--- src/rtl/ic_group_parity.sv ---
// Even parity of each GRP_W-bit group of a word; group g lands in bit g,
// so the most significant group drives the most significant parity bit.
module ic_group_parity #(
    parameter int WORD_W = 32,
    parameter int GRP_W  = 8,
    localparam int NGRP  = WORD_W / GRP_W
) (
    input  logic [WORD_W-1:0] word,
    output logic [NGRP-1:0]   par
);
    for (genvar g = 0; g < NGRP; g++) begin : g_grp
        assign par[g] = ^word[g*GRP_W +: GRP_W];
    end
endmodule

--- src/rtl/ic_data_check.sv ---
module ic_data_check #(
    parameter int INST_W   = 32,
    parameter int BYTE_W   = 8,
    parameter int SIDE_W   = 32,
    parameter int PDEC_LSB = 8,
    parameter int PDEC_PAR = 16
) (
    input  logic [SIDE_W-1:0] side_word,
    input  logic [INST_W-1:0] inst_a,
    input  logic [INST_W-1:0] inst_b,
    output logic              err
);
    localparam int NIB_W = INST_W / BYTE_W;

    logic [NIB_W-1:0] par_a;
    logic [NIB_W-1:0] par_b;
    logic             a_bad;
    logic             b_bad;
    logic             pdec_bad;
    logic             unused_side;

    ic_group_parity #(.WORD_W(INST_W), .GRP_W(BYTE_W)) u_par_a (
        .word (inst_a),
        .par  (par_a)
    );

    ic_group_parity #(.WORD_W(INST_W), .GRP_W(BYTE_W)) u_par_b (
        .word (inst_b),
        .par  (par_b)
    );

    // instruction B nibble at the bottom, instruction A just above it
    assign b_bad    = |(par_b ^ side_word[0 +: NIB_W]);
    assign a_bad    = |(par_a ^ side_word[NIB_W +: NIB_W]);
    assign pdec_bad = side_word[PDEC_PAR] ^ (^side_word[PDEC_LSB +: BYTE_W]);
    assign err      = a_bad | b_bad | pdec_bad;

    assign unused_side = ^side_word;
endmodule

--- config.mk ---
export PLATFORM = sky130hd
export DESIGN_NAME = ic_data_check
export DESIGN_NICKNAME = d
export VERILOG_FILES = /design/src/rtl/ic_group_parity.sv /design/src/rtl/ic_data_check.sv
export SDC_FILE = /design/constraint.sdc
export NUM_CORES = 1
export LEC_CHECK = 0
export BUFFER_PORTS_ARGS = -buffer_cell sky130_fd_sc_hd__buf_2
export CORE_MARGIN = 4
export CORE_UTILIZATION = 33
export DETAILED_ROUTE_END_ITERATION = 10
export PLACE_DENSITY = 0.95
export SLEW_MARGIN = 15
export SYNTH_ARGS = -nofsm -noshare
export SYNTH_HDL_FRONTEND = slang
export SYNTH_SLANG_ARGS = --single-unit
--- constraint.sdc ---
create_clock -name vclk -period 2.2
set_input_delay 0.44 -clock vclk [all_inputs]
set_output_delay 0.44 -clock vclk [all_outputs]
set_load 0.02 [all_outputs]
# After elaboration in Yosys (flattened, before gate mapping)
# Index checks and enable logic that the tools add are counted.
# word_totals
regBits,0
input_bits,96
out_inout_bits,1
elab_cells,16
# classes
bitwise_logic,5
n_reduce_logical,11
# ops
op,n
parity 8 bit,9
OR reduction 4 bit,2
XOR 4 bit,2
bitwise OR 1 bit,2
XOR 1 bit,1

# Longest topological paths before layout
# Gate-level depths: netlist of run 1.
# logic_depth
word_depth,5
mapped_depth,5
depth_no_buf,5

# By module
# A second synthesis of run 1 with hierarchy kept.
# unflattened
hier_cells,74
area_unflattened_um2,653.1
# modules_own_cells
module,n_inst,cells_per_inst,area_each_um2,seq_area_each_um2
ic_group_parity,2,28,245.2,0.0
ic_data_check,1,18,162.7,0.0

# Worst setup path after synthesis of run 1
# Ideal clock, no wire load.
# synth_path
path_kind,input to output
startpoint,in inst_a[13]
endpoint,out err
arrival_time_ps,1600
required_time_ps,1760
path_slack_ps,160
cell_stages,5
path_buffers,0
path_cell_list,xor2_1 -> xnor3_2 -> xnor2_1 -> nor4_1 -> nand3_1
# synth_between
elab_chain_cells,5
# synth_lines
item,line_no,source
start: declaration,ic_data_check.sv:9,"input logic [INST_W-1:0] inst_a,"
parity 8 bit,ic_group_parity.sv:12,assign par[g] = ^word[g*GRP_W +: GRP_W];
XOR 4 bit,ic_data_check.sv:34,assign a_bad = |(par_a ^ side_word[NIB_W +: NIB_W]);
OR reduction 4 bit,ic_data_check.sv:34,
bitwise OR 1 bit (2 in a row),ic_data_check.sv:36,assign err = a_bad | b_bad | pdec_bad;
end: declaration,ic_data_check.sv:11,output logic err
# Every way passes these cells.

# Worst setup path in the final report of run 1
# layout_path
startpoint,in inst_a[18]
endpoint,out err
# Same word-level chain as after synthesis.

==> results of run 1 <==
[cell families after synthesis]
family                    Yosys count
and+or+nand+nor                     3
xor gates and xnor gates           64
[cells in the mapped netlist, drive strengths merged]
cell type	number	area [um2]
nand3	1	5.000
nor4	2	12.51
xnor2	47	426.7
xnor3	8	182.7
xor2	9	78.83
[worst max path at each step]
stage                     from   to  slack (ns)  cells after the start
finish              inst_a[18]  err       -0.07                      7
CTS                 inst_b[15]  err       -0.07                      7
floorplan           inst_a[13]  err        0.16                      5
detailed placement  inst_b[26]  err       -0.13                      7
global route        inst_a[12]  err       -0.19                      7
global placement     inst_a[6]  err       -0.07                      7
[worst max-delay path: cells and delay by family]
kind	cells	cell delay (ns)
buf+inv	2	0.25
simple gates	2	0.41
xor+xnor	3	0.72
[layout make-up]
class	instances	area [um2]	share of cell area
Multi-Input combinational cell	67	764.5	0.6165
Timing Repair Buffer	82	441.7	0.3562
Tap cell	27	33.78	0.02725
[per-layer routing]
| layer | share of wire | wire length (um) | vias to the layer above | track usage |
|---|---|---|---|---|
| met2 | 0.67 | 1620 | 38 | 0.3606 |
| met3 | 0.067 | 161 | 8 | 0.01362 |
| met1 | 0.23 | 552 | 338 | 0.09195 |
| met4 | 0.035 | 85 | 0 | 0.05809 |
| met5 | 0 | 0 | - | 0 |
| li1 | - | - | 378 | - |
[power groups by stage]
| stage | clock network (mW) | logic (mW) | registers, mW |
|---|---|---|---|
| floorplan | 0 | 0.255 | 0 |
| global placement | 0 | 0.352 | 0 |
| detailed placement | 0 | 0.367 | 0 |
| CTS | 0 | 0.382 | 0 |
| global route | 0 | 0.427 | 0 |
| finish | 0 | 0.396 | 0 |
[cell usage in the layout, fill, tap and decap left out]
cell	count
xnor2_1	38
nor4_1	1
xnor3_2	2
xnor2_2	9
xnor3_1	6
buf_6	5
buf_2	77
xor2_1	9
nand3_1	1
nor4_2	1
[per-stage QoR]
stage | util | std cells | worst slack [ns] | TNS, ns
finish | 0.6194 | 176 | -0.07195 | -0.07195
detailed placement | 0.5744 | 176 | -0.1293 | -0.1293
global route | 0.6194 | 176 | -0.1902 | -0.1902
global placement | 0.5744 | 176 | -0.06808 | -0.06808
floorplan | - | 67 | 0.1599 | 0
CTS | 0.6088 | 176 | -0.06954 | -0.06954
[timing repair]
| action | 4_1_cts | 5_1_grt |
|---|---|---|
| gates cloned | 0 | 0 |
| endpoints found under the setup margin | 1 | 1 |
| setup buffers | 0 | 0 |
| resized for setup | 11 | 3 |
| pin swaps | 15 | 4 |
==> impl.org, run 1 <==
** Outcome
- Outcome :: finished with violations
- Violations in the final reports :: negative setup slack

** Clock network
- Number of buffers inserted for hold repair after clock tree synthesis :: 0

** Critical path
- Among the stages of the critical path, the cell type that occurs most often is xnor2_1.
- The setup path with the least slack is of type in -> out.
- Worst setup EP type :: output pin
- Cell with the largest stage delay on the worst path :: xnor3_1
- Of all nets on the critical path, the largest fanout is 1.
- Max incr delay on CP :: 0.42 ns
- Cells along the critical path :: buf_2, xnor2_1, xnor3_1, xnor2_1, nor4_2, nand3_1, buf_6
- Data required time of the worst path :: 1.76 ns
- For the worst setup path, the data arrival time is 1.83 ns.
- STA classifies the critical path startpoint as a primary input.

** Timing
- Setup slack on the critical path of the routed design comes to -0.07195 ns.
- The number of pins exceeding their max-slew limit in the final report came to 0.
- Setup repair after global routing could not meet its margin everywhere.
- At the pin with the least slew margin, the transition time is 0.2669 ns.
- Dividing the final minimum period by the clock period gives 1.033.
- Fmax :: 440.2 MHz
- Final critical path time including I/O delays and setup :: 2.272 ns
- The number of hold violations in the final report was 0.
- WHS :: 1.356 ns
- Setup violations remaining at the end of the flow were counted as 1.
- Headroom to the max-slew limit :: 0.8208

** Hold path
- The worst hold path was traced through 5 stages.
- For hold timing, the worst endpoint is err.
- Hold_sp :: inst_b[1]
- The worst hold path belongs to the class in -> out.

** Routing
- Wire length reported by the detailed router :: 2.420 mm
- In the routed design, unresolved DRC markers number 0.
- Before antenna repair, the detailed router went through 4 iterations.
- Number of nets with antenna violations after detailed routing :: 0
- The detailed router placed 762 vias in this run.
- Dividing the detail-routed wire length by the instance count gives 13.75 um.
- Using the TritonRoute via totals, the vias-per-cell ratio works out to 4.330.
- For this block, the initial DRC count from the detailed router was 1.

** Global route
- In the global route stage, overall resource usage came out at 0.1449.
- Number of global-route vias before repair :: 815
- Global routing finished with a remaining overflow of 0.
- Pin count of the biggest net entering global routing :: 2
- The initial antenna violation count was 0.
- First-pass GRT wire length :: 3.070 mm

** Floorplan
- The core region is 2002 um2.
- The die is 54.24 um wide.
- In this run the vertical extent of the chip is 54.24 um.
- In this run the core area contains 16 standard-cell rows.
- Area of the die :: 2942 um2
- Starting density of the core :: 0.3525
- Pin placement for this block handled 97 I/O pins.

** Final layout
- Layout Nets :: 247
- Fill cell total of the finished layout :: 172
- Antenna diodes :: 0
- Area Growth Syn to Fin :: 75.71%
- After routing the design area is 1240 um2.
- Area of all sequential standard cells :: 0 um2
- Fraction of layout instances using a drive strength above 1 :: 0.6309
- The final layout contains a sequential cell count of 0.
- Final-layout clock buffer total :: 0

** Logic synthesis
- Synthesized netlist cell count :: 67
- Of the total synthesized cell area, the portion taken by XOR and XNOR cells is 0.9752.
- The area fraction in compound gates after synthesis is 0.
- Of the total synthesized cell area, the portion taken by AND, OR, NAND and NOR gates is 0.02482.
- Netlist area before placement :: 705.7 um2
- After synthesis, the netlist uses 7 different library cells.
- Synthesized area per cell :: 10.53 um2
- The share of the Yosys chip area taken by registers is 0.
- After synthesis, the share of cell area in mux cells is 0.
- By area, the combinational part of the netlist is dominated by XOR/XNOR gates.
- The number of nets handed over by synthesis was 163.
- Yosys warning count :: 0
- Of the total synthesized cell area, the portion taken by full adders, half adders and majority gates is 0.

** Power and ir drop
- Sw Pwr :: 0.1449 mW
- Power, Total :: 0.3955 mW
- IR analysis of the VDD net gives a maximum drop of 0.0001413 V.
- Internal :: 0.2506 mW
- Power density over cell area :: 319.0 nW/um2
- The share of total power dissipated in the clock network is 0.
- Fraction of power consumed by sequential logic :: 0
- In this run the static leakage power is 0.6457 nW.
- Gate power share :: 1.000
- Of the total power, the share spent switching nets is 0.3664.

** Place
- # port buffers :: 82
- GP Congestion :: 0.6380
- Placement Cell Area :: 1150 um2
- Detailed placement ended at an HPWL of 2.002 mm.

** Flow run
- Across the run, the number of max-cap violations was 0.
No activity file was read; power rests on OpenSTA's default activity.
==> run 2: changes to the inputs <==
- CORE_MARGIN: 4 -> not set
==> run 2 against run 1 <==
Against the previous run: the run still ends with negative setup slack left; routed wire length down 23%; critical path depth is the same; combinational power is 2% lower; global-route usage is 1.4 points lower; worst setup slack worse by 0.059 ns; die area decreased by 21%; worst hold slack better by 0.0015 ns; design area decreased by 1.2%; sequential cell count stayed put; critical endpoint unchanged; largest cell class unchanged.
==> impl.org, run 2 (synthesized netlist as in run 1, its figures left out) <==
** Floorplan
- Pin placement for this block handled 97 I/O pins.
- From left edge to right edge, the die measures 48.24 um.
- In this run the standard cell core region covers 1982 um2.
- Starting density of the core :: 0.3561
- Die height :: 48.24 um
- Num rows :: 16
- Area of the die :: 2327 um2

** Outcome
- Violations in the final reports :: negative setup slack
- Outcome :: finished with violations

** Place
- In this run, placement finished with an instance count of 176.
- Half-perimeter wire length after detailed placement :: 1.622 mm
- GP Congestion :: 0.6753
- Worst Setup Slack post-DPL :: -0.1186 ns
- In this run the tool buffered the top-level ports with 82 buffer cells.

** Final layout
- In the final layout, the share of cells above drive strength 1 is 0.6040.
- The repair_antennas step left the layout with diodes totalling 0.
- Once layout is complete, the utilization of the core stands at 0.6181.
- Sequential cells placed in the final layout were counted as 0.
- Leading cell type in the layout, fill and taps excluded :: buf_2
- Area of all sequential standard cells :: 0 um2
- After the last flow step, the layout net total stands at 247.
- Area Growth Syn to Fin :: 73.58%
- The library cells used most frequently in the layout, excluding fill and tap cells, are buf_2 (77), xnor2_1 (42), xor2_1 (9).
- Final-layout clock buffer total :: 0
- Excluding fillers, the count of instances in the completed layout stands at 176.

** Global route
- The via count of the first global-routing pass is 671.
- Number of antenna violations at the first check in global routing :: 0
- Entering global routing, the biggest net connects 2 pins.
- The first global-routing pass estimated 2.221 mm of wire.
- For this run the aggregate overflow at the end of global routing stands at 0.
- Across every metal layer, demand over resource in global routing totals 0.1306.

** Timing
- Setup violations remaining at the end of the flow were counted as 1.
- Fmax :: 429.1 MHz
- At the pin with the least slew margin, the transition time is 0.3015 ns.
- The number of pins exceeding their max-slew limit in the final report was 0.
- Setup repair after global routing could not meet its margin everywhere.
- Headroom to the max-slew limit :: 0.7972
- Final critical path time including I/O delays and setup :: 2.331 ns
- Final worst-path cycle share :: 1.059
- Worst Setup Slack, final :: -0.1306 ns
- The number of hold violations in the final report was 0.

** Routing
- The routed layout has 734 vias.
- After detailed routing, the average wire length per cell comes to 10.52 um.
- For this run, the detailed router's first-pass iteration total came to 2.
- Summed over all layers, the routed wires come to 1.852 mm.
- After the first detailed-routing iteration, the DRC count stood at 1.
- Ratio of routed vias to standard cells :: 4.170
- After detailed routing, the number of remaining DRC violations is 0.
- Number of nets with antenna violations after detailed routing :: 0

** Critical path
- Worst Path Arrival :: 1.89 ns
- Of all nets on the critical path, the largest fanout is 1.
- Path type of the worst setup path :: in -> out
- Startpoint type of the worst setup path :: primary input
- STA classifies the critical path endpoint as an output pin.
- Data required time of the worst path :: 1.76 ns

** Power and ir drop
- VDD sags by at most 0.0001733 V.
- Power density over cell area :: 318.2 nW/um2
- The analysis attributes to cell leakage a power of 0.6259 nW.

** Hold path
- The tightest min-delay check is of the in -> out type.

** Flow run
- Max-cap violations in this run came to 0.

** Clock network
- For this design, the CTS-stage hold fixing added 0 buffers.
- Post CTS Setup Buffer Count :: 0
run 2: what timing repair did:
item	CTS	global route
setup endpoints to repair	1	1
pin swaps	8	6
gates resized for setup	6	6
run 2: cell type report:
cell class / count / area, um2
Tap cell: 27 / 33.78
Multi-Input combinational cell: 67 / 745.7
Timing Repair Buffer: 82 / 445.4
Fill cell: 170 / 757.0
run 2: worst paths after layout:
check	slack, ns	to	startpoint	depth (start not counted)
setup / recovery	-0.13	err	inst_b[15]	7
hold / removal	1.36	err	inst_b[1]	5
run 2: per-layer routing:
metal  vias up  GRT usage  wire [um]
met2        34     0.2987       1144
li1        378          -          -
met5         -          0          0
met4         0    0.02222         19
met3         2   0.007407        113
met1       320     0.1195        575
run 2: worst max-delay path, stage by stage:
cell and delay [ns]:
buf_8 0.10, xnor2_4 0.14, xnor3_1 0.42, xnor2_1 0.15
nor4_1 0.34, nand3_1 0.14, buf_6 0.15
run 2: per-stage QoR:
| step | power (mW) | area (um2) | hold slack [ns] | TNS (ns) |
|---|---|---|---|---|
| final | 0.3898 | 1225 | 1.357 | -0.1306 |
| after global routing | 0.4180 | 1225 | 1.404 | -0.2252 |
| after detailed placement | 0.3616 | 1150 | 1.368 | -0.1186 |
| after floorplan | 0.2554 | 705.7 | 1.217 | 0 |
| after CTS | 0.3701 | 1184 | 1.364 | -0.1068 |
| after global placement | 0.3530 | 1150 | 1.362 | -0.1485 |
run 2: where the power goes:
group / total (mW) / internal [mW] / switching [mW]
sequential: 0 / 0 / 0
combinational: 0.390 / 0.249 / 0.141
clock: 0 / 0 / 0
